## config.mk

```make
export PLATFORM = sky130hd
export DESIGN_NAME = txdma_ctrl
export DESIGN_NICKNAME = d
export VERILOG_FILES = /design/src/rtl/txdma_pkg.sv /design/src/rtl/txdma_jabber.sv /design/src/rtl/txdma_flags.sv /design/src/rtl/txdma_fsm.sv /design/src/rtl/txdma_ctrl.sv
export SDC_FILE = /design/constraint.sdc
export NUM_CORES = 1
export LEC_CHECK = 0
export BUFFER_PORTS_ARGS = -buffer_cell sky130_fd_sc_hd__buf_2
export CAP_MARGIN = 30
export CORE_ASPECT_RATIO = 0.8
export CORE_MARGIN = 2
export CORE_UTILIZATION = 30
export CTS_BUF_LIST = sky130_fd_sc_hd__clkbuf_8 sky130_fd_sc_hd__clkbuf_16
export DETAILED_ROUTE_END_ITERATION = 10
export GPL_TIMING_DRIVEN = 0
export HOLD_SLACK_MARGIN = 0.06
export MAX_ROUTING_LAYER = met4
export PLACE_DENSITY_LB_ADDON = 0.05
export SETUP_SLACK_MARGIN = 0.15
export SYNTH_ARGS = -nofsm -noshare
export SYNTH_HDL_FRONTEND = slang
export SYNTH_SLANG_ARGS = --single-unit
```

## constraint.sdc

```tcl
create_clock -name clk -period 2.6 [get_ports clk]
set_input_delay 0.26 -clock clk [delete_from_list [all_inputs] [get_ports clk]]
set_output_delay 0.26 -clock clk [all_outputs]
set_load 0.005 [all_outputs]
```

## src/rtl/txdma_pkg.sv

```systemverilog
package txdma_pkg;
  typedef enum logic [2:0] {
    ST_STOP  = 3'b000,
    ST_FETCH = 3'b001,
    ST_XFER  = 3'b010,
    ST_WB    = 3'b011,
    ST_SUSP  = 3'b110
  } tx_state_e;

  typedef enum logic [1:0] {
    OUT_OK  = 2'd0,
    OUT_UNF = 2'd1,
    OUT_JAB = 2'd2
  } tx_outcome_e;

  localparam int F_DONE  = 0;
  localparam int F_STOP  = 1;
  localparam int F_BUFU  = 2;
  localparam int F_JAB   = 3;
  localparam int F_UNF   = 4;
  localparam int F_EARLY = 5;
  localparam int F_FATAL = 6;
  localparam int NFLAG   = 7;
endpackage

```

## src/rtl/txdma_jabber.sv

```systemverilog
module txdma_jabber #(
  parameter int LIMIT = 2048
) (
  input  logic clk,
  input  logic rst,
  input  logic active_i,
  output logic expired_o
);
  localparam int CW = $clog2(LIMIT + 1);
  localparam logic [CW-1:0] LIM = CW'(LIMIT);

  logic [CW-1:0] cnt_q;

  // consecutive active cycles, saturating at the limit
  always_ff @(posedge clk) begin
    if (rst || !active_i) begin
      cnt_q <= '0;
    end else if (cnt_q != LIM) begin
      cnt_q <= cnt_q + 1'b1;
    end
  end

  assign expired_o = (cnt_q == LIM);
endmodule

```

## src/rtl/txdma_flags.sv

```systemverilog
module txdma_flags #(
  parameter int N = 7
) (
  input  logic         clk,
  input  logic         rst,
  input  logic [N-1:0] set_i,
  input  logic [N-1:0] clr_i,
  output logic [N-1:0] flags_o
);
  logic [N-1:0] flags_q;

  for (genvar g = 0; g < N; g++) begin : g_flag
    always_ff @(posedge clk) begin
      if (rst) flags_q[g] <= 1'b0;
      else     flags_q[g] <= set_i[g] | (flags_q[g] & ~clr_i[g]);
    end
  end

  assign flags_o = flags_q;
endmodule

```

## src/rtl/txdma_fsm.sv

```systemverilog
module txdma_fsm
  import txdma_pkg::*;
#(
  parameter int DW      = 32,
  parameter int OWN_BIT = 31,
  parameter int JAB_BIT = 14,
  parameter int UNF_BIT = 1
) (
  input  logic             clk,
  input  logic             rst,
  input  logic             run_i,
  input  logic             poll_i,
  input  logic             rsp_vld_i,
  input  logic             rsp_err_i,
  input  logic [DW-1:0]    rsp_word_i,
  input  logic             loaded_i,
  input  logic             sent_i,
  input  logic             unf_i,
  input  logic             jab_i,
  output logic             req_o,
  output logic             wb_vld_o,
  output logic [DW-1:0]    wb_word_o,
  output logic [NFLAG-1:0] set_o,
  output logic [2:0]       state_o
);
  tx_state_e   state_q, state_d;
  tx_outcome_e out_q, out_d;
  logic [DW-1:0] word_q, wb_q, wb_d;
  logic          dead_q;
  logic          take_word;

  always_comb begin
    state_d   = state_q;
    out_d     = out_q;
    set_o     = '0;
    take_word = 1'b0;
    wb_d      = wb_q;
    case (state_q)
      ST_STOP: begin
        if (run_i && !dead_q) state_d = ST_FETCH;
      end
      ST_FETCH: begin
        if (rsp_vld_i) begin
          if (rsp_err_i) begin
            state_d        = ST_STOP;
            set_o[F_FATAL] = 1'b1;
            set_o[F_STOP]  = 1'b1;
          end else if (!rsp_word_i[OWN_BIT]) begin
            state_d       = ST_SUSP;
            set_o[F_BUFU] = 1'b1;
          end else begin
            state_d   = ST_XFER;
            take_word = 1'b1;
          end
        end
      end
      ST_XFER: begin
        if (loaded_i) set_o[F_EARLY] = 1'b1;
        if (jab_i || unf_i || sent_i) begin
          state_d = ST_WB;
          out_d   = jab_i ? OUT_JAB : (unf_i ? OUT_UNF : OUT_OK);
          wb_d          = word_q;
          wb_d[OWN_BIT] = 1'b0;
          wb_d[JAB_BIT] = jab_i;
          wb_d[UNF_BIT] = unf_i && !jab_i;
        end
      end
      ST_WB: begin
        case (out_q)
          OUT_JAB: begin
            state_d       = ST_STOP;
            set_o[F_JAB]  = 1'b1;
            set_o[F_STOP] = 1'b1;
          end
          OUT_UNF: begin
            state_d      = ST_SUSP;
            set_o[F_UNF] = 1'b1;
          end
          default: begin
            set_o[F_DONE] = 1'b1;
            if (run_i) begin
              state_d = ST_FETCH;
            end else begin
              state_d       = ST_STOP;
              set_o[F_STOP] = 1'b1;
            end
          end
        endcase
      end
      ST_SUSP: begin
        if (!run_i) begin
          state_d       = ST_STOP;
          set_o[F_STOP] = 1'b1;
        end else if (poll_i) begin
          state_d = ST_FETCH;
        end
      end
      default: state_d = ST_STOP;
    endcase
  end

  always_ff @(posedge clk) begin
    if (rst) begin
      state_q <= ST_STOP;
      out_q   <= OUT_OK;
      word_q  <= '0;
      wb_q    <= '0;
      dead_q  <= 1'b0;
    end else begin
      state_q <= state_d;
      out_q   <= out_d;
      wb_q    <= wb_d;
      if (take_word) word_q <= rsp_word_i;
      if (state_q == ST_FETCH && rsp_vld_i && rsp_err_i) dead_q <= 1'b1;
    end
  end

  assign req_o     = (state_q == ST_FETCH);
  assign wb_vld_o  = (state_q == ST_WB);
  assign wb_word_o = wb_q;
  assign state_o   = state_q;
endmodule

```

## src/rtl/txdma_ctrl.sv

```systemverilog
module txdma_ctrl
  import txdma_pkg::*;
#(
  parameter int DW        = 32,
  parameter int JAB_LIMIT = 2048,
  parameter int OWN_BIT   = 31,
  parameter int JAB_BIT   = 14,
  parameter int UNF_BIT   = 1
) (
  input  logic             clk,
  input  logic             rst,
  input  logic             run_i,
  input  logic             poll_i,
  output logic             desc_req_o,
  input  logic             desc_rsp_vld_i,
  input  logic             desc_rsp_err_i,
  input  logic [DW-1:0]    desc_rsp_word_i,
  output logic             wb_vld_o,
  output logic [DW-1:0]    wb_word_o,
  input  logic             frame_loaded_i,
  input  logic             frame_sent_i,
  input  logic             underflow_i,
  input  logic             tx_active_i,
  input  logic [NFLAG-1:0] sts_clr_i,
  output logic [NFLAG-1:0] sts_o,
  output logic [2:0]       state_o
);
  logic             jab_exp;
  logic [NFLAG-1:0] flag_set;

  txdma_jabber #(.LIMIT(JAB_LIMIT)) u_jab (
    .clk       (clk),
    .rst       (rst),
    .active_i  (tx_active_i),
    .expired_o (jab_exp)
  );

  txdma_fsm #(
    .DW(DW), .OWN_BIT(OWN_BIT), .JAB_BIT(JAB_BIT), .UNF_BIT(UNF_BIT)
  ) u_fsm (
    .clk        (clk),
    .rst        (rst),
    .run_i      (run_i),
    .poll_i     (poll_i),
    .rsp_vld_i  (desc_rsp_vld_i),
    .rsp_err_i  (desc_rsp_err_i),
    .rsp_word_i (desc_rsp_word_i),
    .loaded_i   (frame_loaded_i),
    .sent_i     (frame_sent_i),
    .unf_i      (underflow_i),
    .jab_i      (jab_exp),
    .req_o      (desc_req_o),
    .wb_vld_o   (wb_vld_o),
    .wb_word_o  (wb_word_o),
    .set_o      (flag_set),
    .state_o    (state_o)
  );

  txdma_flags #(.N(NFLAG)) u_flags (
    .clk     (clk),
    .rst     (rst),
    .set_i   (flag_set),
    .clr_i   (sts_clr_i),
    .flags_o (sts_o)
  );
endmodule

```

Word level (Yosys, flattened, before mapping)
Index checks and enable logic that the tools add are counted.

storage, ports and cells
  flip-flop bits (word level) = 87
  bits of input ports = 49
  output and inout bits = 44
  logic and storage cells = 94

cells by class
  add/subtract/negate cells = 1
  equality and inequality tests = 12
  multiplexer cells = 33
  bitwise logic cells = 21
  reductions and logical operators = 14

operators with widths
  kind                   number
  $mux 3                 7
  $mux 1                 19
  $pmux 3 s5             1
  $add 12x1->12 const B  1
  $eq 12x12->1 const B   1
  $ne 12x12->1 const B   1
  $and 1x1->1            7
  $not 1->1              7
  $or 1x1->1             7
  $eq 3x2->1 const B     2
  $mux 2                 3
  $ne 2x1->1 const B     3
  $pmux 3 s2             1
  $logic_and 1x1->1      4
  $reduce_and 4->1       1
  $eq 3x1->1 const B     1
  $eq 3x3->1 const B     1
  $logic_not 1->1        3
  $logic_not 3->1        1
  $logic_or 1x1->1       3
  $ne 3x3->1 const B     1
  $pmux 1 s3             1
  $eq 2x1->1 const B     1
  $eq 2x2->1 const B     1
  3 further kinds        3

Logic depth before layout (Yosys ltp)
Gate-level depths: netlist (run 1).

  depth in word-level cells = 5
  mapped depth = 8

By module
A second synthesis (run 1) with hierarchy kept.

second synthesis, totals
  cell total of the unflattened synthesis = 418
  area total of the unflattened synthesis = 3433.3 µm²

modules (own cells, without submodules)
  module        instances  cells each  area an instance (µm²)  seq. area each (µm²)
  txdma_fsm     1          320         2523.7                  1281.2
  txdma_jabber  1          70          611.8                   240.2
  txdma_flags   1          28          297.8                   140.1

Least setup slack after synthesis (run 1)
Ideal clock, no wire load.

  path type = reg2reg
  start point = register u_fsm.state_q[1] (netlist: u_fsm.state_o[1])
  end point = register u_fsm.word_q[13]
  arrival time = 1.647 ns
  data required time = 2.468 ns
  path slack = 0.821 ns
  stages on the path, launching flop included = 9
  path buffers = 4
  clock period less this slack = 1.779 ns
  cell sequence = dfxtp_1 -> buf_6 -> or3b_1 -> buf_2 -> or3_4 -> buf_6 -> buf_6 -> nand2_1 -> a21oi_1

between the ends
  cells in the longest elaborated chain, start to end = 2

RTL lines
  element                 line              RTL
  from (decl)             txdma_fsm.sv:26   tx_state_e state_q, state_d;
  from (signal assigned)  txdma_fsm.sv:110  state_q <= state_d;
  $eq 3x1->1              txdma_fsm.sv:38   case (state_q)
  $mux 1                  txdma_fsm.sv:38
  to (signal assigned)    txdma_fsm.sv:113  if (take_word) word_q <= rsp_word_i;
  to (decl)               txdma_fsm.sv:28   logic [DW-1:0] word_q, wb_q, wb_d;

No other way between the ends.
A chain may end at the register's enable or synchronous reset.

Worst setup path in the final report (run 1)
  start point = register u_jab.cnt_q[0]
  end point = register u_fsm.wb_q[29] (netlist: u_fsm.wb_word_o[29])

between the ends
  cells in the longest elaborated chain, start to end = 4

RTL lines
  element                            line                RTL
  from (decl)                        txdma_jabber.sv:12  logic [CW-1:0] cnt_q;
  from (signal assigned)             txdma_jabber.sv:19  cnt_q <= cnt_q + 1'b1;
  $eq 12x12->1                       txdma_jabber.sv:23  assign expired_o = (cnt_q == LIM);
  $logic_or 1x1->1 (2 in series)     txdma_fsm.sv:59     if (jab_i || unf_i || sent_i) begin
  $reduce_and 2->1 (no source line)  --
  to (signal assigned)               txdma_fsm.sv:112    wb_q <= wb_d;
  to (decl)                          txdma_fsm.sv:28

No other way between the ends.

==> results of run 1 <==
==> stage by stage <==
step | hold slack, ps | cells | power [uW]
global route | 152 | 664 | 3060
finish | 159 | 664 | 2940
global placement | 438 | 648 | 1510
floorplan | 396 | 412 | 1430
CTS | 150 | 664 | 2980
detailed placement | 439 | 648 | 1510
==> cells in the mapped netlist, drive strengths merged (2+ instances only) <==
cell type  count  area, sq um
nand2b        62          388
nand3          8         40.0
inv            8         30.0
or3            4         30.0
dfxtp         83         1660
nor2b          5         31.3
nand2         72          270
a21oi         46          230
xnor2          3         26.3
and3           2         12.5
o21ai          5         25.0
nor4b          4         56.3
nor3           7         40.0
nor2          18         67.6
buf           13         97.6
xor2           5         43.8
nand4          3         18.8
ha             4         50.1
clkbuf        15         56.3
mux2i         30          300
a31oi          2         12.5
==> worst paths after layout <==
path                                          start             endpoint  slack, ps  depth (start not counted)
worst max-delay path                 u_jab.cnt_q[0]  u_fsm.wb_word_o[29]        560                          8
worst min-delay path            desc_rsp_word_i[10]     u_fsm.word_q[10]        160                          3
worst max register to register       u_jab.cnt_q[0]  u_fsm.wb_word_o[29]        560                          8
worst min register to register         u_fsm.dead_q         u_fsm.dead_q        450                          2
==> flip-flops by register name, summed over array words and instances, names as in the netlist <==
name and count:
u_flags.flags_o 7, u_fsm.dead_q 1, u_fsm.out_q 1, u_fsm.state_o 3, u_fsm.wb_word_o 30, u_fsm.word_q 29, u_jab.cnt_q 12
==> power groups by stage <==
stage | Combinational [uW] | Sequential, uW | Clock, uW
2_1_floorplan | 103 | 1320 | 0
3_3_place_gp | 183 | 1320 | 0
3_5_place_dp | 184 | 1320 | 0
4_1_cts | 184 | 1290 | 1500
5_1_grt | 202 | 1300 | 1560
6_report | 181 | 1290 | 1460
==> cell families after synthesis <==
kind of cell / count (synthesis)
buffers and inverters: 36
AND/OR/NAND/NOR: 193
flip-flops: 83
adder cells (fa/ha/maj): 4
XOR/XNOR: 8
multiplexers: 30
other: 1
AO/OA/AOI/OAI: 57
==> routing by layer <==
layer | GRT usage (%) | up-vias | wire length (um)
met2 | 22.0 | 73 | 3770
li1 | - | 1556 | -
met5 | - | - | 0
met4 | 4.06 | 0 | 94
met3 | 4.82 | 10 | 428
met1 | 19.7 | 1368 | 4620
==> cell type report <==
cell class	count	area, sq um	area share, %
Inverter	8	30.0	0.658
Multi-Input combinational cell	293	1750	38.3
Clock buffer	10	239	5.24
Tap cell	148	185	4.06
Timing Repair Buffer	88	440	9.66
Clock inverter	6	104	2.28
Buffer	28	154	3.37
Sequential cell	83	1660	36.4
==> worst register-to-register path: stages, from the launching register on <==
cell	delay (ps)
dfxtp_1	330
inv_1	100
ha_1	170
nor4b_4	260
nand3_1	150
a21oi_1	280
buf_4	280
buf_6	210
mux2i_1	200
==> flow_summary.ini, run 1 <==
[routing]
dr_total_vias = 3007
drc_errors = 0
drt-initial-drc-count = 82
wl_mm = 8.91
wl_per_cell_um = 13.4
antenna_left = 0
vias_per_cell = 4.53
drt-pass1-iter-count = 4

[floorplanning]
ios = 93
fp-row-count = 35
start_util_pct = 31.0
die_w_um = 126
die_h_um = 102
dieArea_sq_mm = 0.0129
core_sq_mm = 0.0116

[global_route]
grt_pass1_vias = 2867
grt_overflow = 0
antenna_found_initial = 0
grt_max_degree = 14
grt_pass1_wl_mm = 14.4
grt.total_usage_pct = 14.9

[setup_path]
cpLargestDelayFamily = buffers and inverters
crit_chain = inv_1 -> ha_1 -> nor4b_4 -> nand3_1 -> a21oi_1 -> buf_4 -> buf_6 -> mux2i_1
crit_type = flip-flop to flip-flop
cpPeakStageDelay_ps = 330
cp.arrival_ps = 2300
worstPathRequired_ps = 2860
path_max_fanout = 10
path_buf_inv = 3
endpoint_kind = flip-flop
startpoint_type = flip-flop
cpMaxStageDelayCell = dfxtp_1

[timing]
fin_crit_sh_pct = 78.3
setup-violations-final = 0
relSlewSlack_pct = 57.8
max_freq_mhz = 491
max_slew.worst_pin.slew_ps = 631
hold_viol = 0
rsz0062_at_grt = no
slew_violations = 0
fin_crit_ps = 2040
layout_setup_ws_ps = 565
fin_setup_tns_ps = 0
skew_ps = 6.34

[clock_tree]
cts_resized = 0
clockBufferDepth = 2
clk_latency_ps = 340
cts_tree = yes
cts_inserted_buffers = 9
root_buffer = clkbuf_16
clkTransAtPathRegs_ps = 60
cts_setup_buffers = 0
ctsHoldBuffers = 0
htree_levels = 3
cts.sinks = 83

[power]
p_int_uw = 2330
power_frac_comb_pct = 6.2
clkPwrFrac_pct = 49.7
leakagePower_uw = 0.00175
switching_share_pct = 20.8
net-switching-power_uw = 610
seq_power_share_pct = 44.1
peakVddDrop_mv = 0.306
p_per_area_mw_per_mm2 = 644

[placement]
post_dp_cell_area_sq_mm = 0.00422
post-place-ws_ps = 566
place_congestion = 0.810
place.port_buffers = 88
dp_hpwl_mm = 6.45

[synth]
syn-instance-count = 412
yosys_warnings = 0
synth.avg_cell_area_sq_um = 8.72
async_flop_share_pct = 0
syn-num-nets = 465
seq_area_frac_synth_pct = 46.3
synth_edf_count = 0
ys_ff_latch = 83
synth-simple-area-share_pct = 28.5
synth_adder_area_share_pct = 1.39
synthFlopType = dfxtp_1
synthMuxAreaShare_pct = 8.36
synth_top_family_by_area = simple AND/OR/NAND/NOR gates
synth_compound_area_share_pct = 8.32
synth_xor_area_share_pct = 1.95
syn_area_sq_mm = 0.00359
ys_types = 40

[cells_and_area]
area_growth_pct = 27.0
finalNetCount = 564
final_util_pct = 39.3
most-common-layout-cells = buf_2 (94), dfxtp_1 (83), nand2_1 (72), nand2b_1 (62), a21oi_1 (46)
drive_gt1_share_pct = 23.3
fin_area_sq_mm = 0.00456
final_common_cell = buf_2
fillCellCount = 1226
n_antenna_cell = 0

[flow_run]
maxCapViolCount = 0

[worst_hold_path]
hold_class = primary input to flip-flop

[outcome]
status = finished clean
Power figures use the tool's default switching activity.
==> run 2, diff against run 1 <==
==> constraint.sdc (replaced) <==
create_clock -name clk -period 1.9 [get_ports clk]
set_input_delay 0.19 -clock clk [delete_from_list [all_inputs] [get_ports clk]]
set_output_delay 0.19 -clock clk [all_outputs]
set_load 0.005 [all_outputs]
==> run 2 against run 1 <==
Net effect: sequential share of layout area decreased by 3.8 points; sequential cell count unchanged; clock skew increased by 3.1 ps; worst hold slack got worse by 65 ps; core utilization increased by 4.7 points; highest routed layer unchanged; worst setup slack got worse by 470 ps; largest cell class unchanged; critical endpoint is now desc_req_o; via count increased by 4.0%; cell area increased by 12%; non-clock buffer count increased by 24.
==> flow_summary.ini, run 2 (synthesis results as in run 1) <==
[global_route]
antenna_found_initial = 1
grt_pass1_vias = 3062
grtUsageMet3_pct = 4.14
top_usage_layer = met2
grt_pass1_wl_mm = 15.5
grt.total_usage_pct = 15.9
met1_usage_pct = 20.7
met2_usage_pct = 24.7
grt_overflow = 0
grt_max_degree = 14

[cells_and_area]
seqCellArea_sq_mm = 0.00167
fin_cells = 689
fin_area_sq_mm = 0.00510
multi_input_area_sq_mm = 0.00199
final_util_pct = 44.0
finalNetCount = 588
final_common_cell = buf_2
fillCellCount = 1177
most-common-layout-cells = buf_2 (87), dfxtp_1 (80), nand2b_1 (62), nand2_1 (53), mux2i_1 (30)
largest_reg_flops = 30
drive_gt1_share_pct = 36.1
area_growth_pct = 42.1

[setup_path]
crit_type = flip-flop to output pin
crit_start = u_fsm.state_o[1]
path_max_fanout = 5
endpoint_kind = output pin
worstPathRequired_ps = 1710
r2r-start = u_fsm.state_o[1]
startpoint_type = flip-flop
cp.arrival_ps = 1610

[power]
switching_share_pct = 22.8
seq_power_share_pct = 46.1
power_frac_comb_pct = 8.6
net-switching-power_uw = 878
leakagePower_uw = 0.00193
p_int_uw = 2970
peakVddDrop_mv = 0.417
clkPwrFrac_pct = 45.3
p_per_area_mw_per_mm2 = 754

[clock_tree]
clockBufferDepth = 2
root_buffer = clkbuf_16
htree_levels = 3
cts_inserted_buffers = 9
cts_tree = yes
clk_latency_ps = 330
clkTransAtPathRegs_ps = 60
cts.sinks = 83

[floorplanning]
die_h_um = 102
core_sq_mm = 0.0116
fp-row-count = 35
ios = 93
start_util_pct = 31.0
dieArea_sq_mm = 0.0129
die_w_um = 126

[routing]
dr_total_vias = 3126
drt-initial-drc-count = 112
wl_per_cell_um = 14.0
antenna_left = 0
wl_mm = 9.65
drt-pass1-iter-count = 4
vias_per_cell = 4.54
drc_errors = 0

[worst_hold_path]
hp-start = frame_loaded_i
hold_class = primary input to flip-flop

[placement]
dp_hpwl_mm = 6.66
place.port_buffers = 88
place_inst = 648
post_dp_cell_area_sq_mm = 0.00423
place_congestion = 0.777

[timing]
slew_violations = 0
setup-violations-final = 0
fin_crit_ps = 1800
relSlewSlack_pct = 48.8
fin_crit_sh_pct = 94.9
rsz0062_at_grt = yes
max_freq_mhz = 554
max_slew.worst_pin.slew_ps = 769
skew_ps = 9.41
hold_viol = 0
hold-worst-slack_ps = 93.5

[outcome]
status = finished clean

[flow_run]
maxCapViolCount = 0
[run 2: cell types whose count changed in the layout (fill, tap and decap cells not counted), moves of 6 or more]
cell     previous run  this run
a21oi_2             0        18
nand2_1            72        53
buf_4               3        16
buf_6               4        13
nand2_2             0         6
buf_2              94        87
a21oi_1            46        27
nand2_4             0        13
[run 2: worst paths after layout]
kind,end,slack [ps],depth (start not counted)
max,desc_req_o,100,7
min,u_flags.flags_o[5],90,3
max reg2reg,u_fsm.word_q[21],100,8
min reg2reg,u_fsm.word_q[3],460,2
[run 2: routing by layer]
layer	part of all wire, %	up-vias
met4	1.0	0
met5	0	-
li1	-	1604
met2	44	69
met1	51	1444
met3	4.6	9
[run 2: power groups by stage]
| stage | Combinational, uW | Clock (uW) | Sequential, uW |
|---|---|---|---|
| floorplan | 145 | 0 | 1810 |
| finish | 330 | 1740 | 1770 |
| detailed placement | 255 | 0 | 1810 |
| CTS | 309 | 1800 | 1770 |
| global placement | 255 | 0 | 1810 |
| global route | 365 | 1870 | 1780 |
[run 2: through the flow]
step                      TNS (ps)  total power [uW]  worst slack, ps
final                            0              3850             96.2
after global routing             0              4010             16.4
after global placement       -2160              2070             -147
after detailed placement     -1970              2070             -169
after CTS                        0              3880             40.7
after floorplan                  0              1950              124
[run 2: final cells by class]
class,count,share of cell area (%)
clock inverters,6,1.13
plain buffers,28,4.19
repair buffers,112,14.1
clock buffers,10,4.68
inverters,8,0.637
diodes,1,0.0490
flip-flops and latches,83,32.6
well taps,148,3.63
multi-input cells,293,38.9
[run 2: worst max-delay path, cell delays in order, from the launching register on]
cell and delay, ps:
dfxtp_2 320, buf_6 110, or3b_4 360, buf_6 130, buf_6 110, buf_6 120, inv_4 50, buf_6 80
[run 2: timing repair]
| action | 4_1_cts | 5_1_grt |
|---|---|---|
| gates cloned | 2 | 0 |
| setup endpoints to repair | 56 | 63 |
| endpoints found under the hold margin | 0 | 0 |
| gates resized for setup | 53 | 44 |
| pin swaps | 31 | 20 |
| setup buffers | 17 | 5 |
| hold buffers | 0 | 0 |
==> run 3, diff against run 2 <==
--- a/config.mk
+++ b/config.mk
@@ -5,6 +5,7 @@
 export SDC_FILE = /design/constraint.sdc
 export NUM_CORES = 1
 export LEC_CHECK = 0
+export ABC_AREA = 1
 export BUFFER_PORTS_ARGS = -buffer_cell sky130_fd_sc_hd__buf_2
 export CAP_MARGIN = 30
 export CORE_ASPECT_RATIO = 0.8
==> run 3 against run 2 <==
Net effect: sequential power rose by 21%; global-route usage down 0.89 points; synthesized cell count is 6.8% higher; worst setup slack better by 220 ps; worst hold slack got worse by 9.1 ps; register-to-register slack improved by 220 ps; area after synthesis shrank 8.2%; wire length shrank 15%; non-clock buffer count is 28 lower; power rose by 35%; highest routed layer unchanged; first-iteration DRC count increased by 22%; fmax up 14%; critical path type unchanged.
==> flow_summary.ini, run 3 <==
[cells_and_area]
largest_reg_flops = 30
final_common_cell = nor2_1
finalNetCount = 596
n_antenna_cell = 0
area_growth_pct = 30.1
fillCellCount = 1163
most-common-layout-cells = nor2_1 (133), buf_2 (93), dfxtp_1 (82), nand2_1 (38), o21ai_0 (35)
drive_gt1_share_pct = 25.5

[routing]
drt-pass1-iter-count = 4
vias_per_cell = 4.30
wl_mm = 8.19
dr_total_vias = 2975
m1WireLength_mm = 4.14
wl_per_cell_um = 11.8
antenna_left = 0
drt-initial-drc-count = 137
highest_layer = met4
drc_errors = 0
wl_met2_mm = 3.54
wl_met3_um = 406

[synth]
synth_top_area_share_pct = 50.4
synthFlopType = dfxtp_1
yosys-top-cells-count = nor2_1 (134), dfxtp_1 (83), o21ai_0 (42)
ys_ff_latch = 83
syn-instance-count = 440
seq_area_frac_synth_pct = 50.4
yosys-top-cells-area = dfxtp_1 (50%), nor2_1 (15%), o21ai_0 (6.4%), nand2_1 (4.3%), o21ai_1 (4.1%)
synth.avg_cell_area_sq_um = 7.49
yosysMostFrequentCell = nor2_1
syn-num-nets = 493
yosysTopAreaCell = dfxtp_1
synth_edf_count = 0
async_flop_share_pct = 0
ys_types = 29
yosys_warnings = 0
syn_area_sq_mm = 0.00330

[setup_path]
endpoint_kind = output pin
crit_type = flip-flop to output pin
cp.arrival_ps = 1400
cpMaxStageDelayCell = dfxtp_1
worstPathRequired_ps = 1710
r2r_setup_slack_ps = 320
cpLargestDelayFamily = flip-flops
cpPeakStageDelay_ps = 510
crit_chain = inv_1 -> nor3_1 -> buf_2
path_buf_inv = 2
r2r_end = u_fsm.wb_word_o[30]
worst-r2r-cell-count = 12
startpoint_type = flip-flop
r2r-start = u_jab.cnt_q[1]
path_max_fanout = 8

[timing]
slew_violations = 0
rsz0062_at_grt = yes
max_slew.worst_pin.slew_ps = 515
fin_crit_sh_pct = 83.5
fin_crit_ps = 1590
hold_viol = 0
fin_setup_tns_ps = 0
max_freq_mhz = 631
setup-violations-final = 0
relSlewSlack_pct = 65.7
skew_ps = 4.28

[clock_tree]
clkTransAtPathRegs_ps = 60
root_buffer = clkbuf_16
cts_inserted_buffers = 9
cts.sinks = 83
clockBufferDepth = 2
clk_latency_ps = 340
cts_tree = yes
htree_levels = 3

[outcome]
status = finished clean

[power]
total_power_uw = 5200
p_per_area_mw_per_mm2 = 1210
net-switching-power_uw = 1550
leakagePower_uw = 0.00189
power_frac_comb_pct = 21.9
p_int_uw = 3660
seq_power_share_pct = 41.2
clkPwrFrac_pct = 36.9
peakVddDrop_mv = 0.518
switching_share_pct = 29.7

[floorplanning]
fp-row-count = 34
die_w_um = 121
ios = 93
core_sq_mm = 0.0108
die_h_um = 97.8
start_util_pct = 30.5
dieArea_sq_mm = 0.0118

[placement]
dp_hpwl_mm = 5.97
place_congestion = 0.816
place.port_buffers = 89

[worst_hold_path]
hp-start = desc_rsp_word_i[16]
hold_class = primary input to flip-flop
whs_path_depth = 3
hold_path_end = u_fsm.word_q[16]

[global_route]
antenna_found_initial = 0
grt.total_usage_pct = 15.0
grt_pass1_vias = 2768
grt_pass1_wl_mm = 13.5
grt_overflow = 0
grt_max_degree = 16

[flow_run]
maxCapViolCount = 0
==> run 3: final cells by class <==
| class | instances | area [sq um] | area share, % |
|---|---|---|---|
| timing repair buffer | 92 | 470 | 11.0 |
| clock buffer | 9 | 225 | 5.25 |
| inverter | 39 | 148 | 3.44 |
| clock inverter | 7 | 98.8 | 2.31 |
| tap | 144 | 180 | 4.20 |
| buffer | 20 | 145 | 3.38 |
| sequential | 83 | 1660 | 38.8 |
| multi-input combinational | 298 | 1360 | 31.7 |
==> run 3: kinds of logic after synthesis <==
group | count (synthesis) | share of synthesized area [%]
simple gates | 199 | 24.9
compound gates | 94 | 14.5
flops | 83 | 50.4
buf+inv | 59 | 8.50
fa+ha+maj | 4 | 1.52
other cells | 1 | 0.114
==> run 3: layer usage <==
metal	vias to the layer above	global-route usage [%]
li1	1608	-
met1	1297	20.1
met2	62	22.0
met3	8	4.09
met4	0	4.51
met5	-	-
==> run 3: power groups by stage <==
stage	combinational [uW]	clock, uW	sequential, uW
after floorplan	680	0	2190
after global placement	1130	0	2180
after detailed placement	1130	0	2180
after CTS	1140	1970	2150
after global routing	1310	2050	2180
final	1140	1920	2140
==> run 3: worst max-delay path by stage <==
stage                          start                   to  slack, ps  depth (start not counted)
floorplan             u_jab.cnt_q[0]  u_fsm.wb_word_o[21]        480                         12
global placement      u_jab.cnt_q[0]  u_fsm.wb_word_o[22]        150                         10
detailed placement    u_jab.cnt_q[0]   u_fsm.wb_word_o[7]        130                         10
CTS                   u_jab.cnt_q[0]  u_fsm.wb_word_o[15]        150                         10
global route          u_jab.cnt_q[1]  u_fsm.wb_word_o[29]        130                         12
finish              u_fsm.state_o[0]           desc_req_o        310                          3
==> run 3: stage by stage <==
step | std cells | setup slack, ps | hold WS (ps) | utilization, % | instance area [sq um]
floorplan | 440 | 476 | 259 | - | 3300
CTS | 690 | 152 | 79.8 | 39.4 | 4260
finish | 692 | 314 | 84.4 | 39.7 | 4290
detailed placement | 673 | 132 | 408 | 36.3 | 3920
global placement | 673 | 152 | 409 | 36.3 | 3920
global route | 692 | 130 | 84.7 | 39.7 | 4290
==> run 3: worst register-to-register path: cells and delay by family, from the launching register on <==
family,cells,cell delay (ps)
simple gates,7,550
fa+ha+maj,1,180
buf+inv,4,410
flops,1,350
==> run 3: what timing repair did <==
item / CTS / global route
hold endpoints to repair: 1 / 0
hold buffers: 1 / 0
gates resized for setup: 1 / 17
endpoints found under the setup margin: 4 / 29
setup buffers: 0 / 2
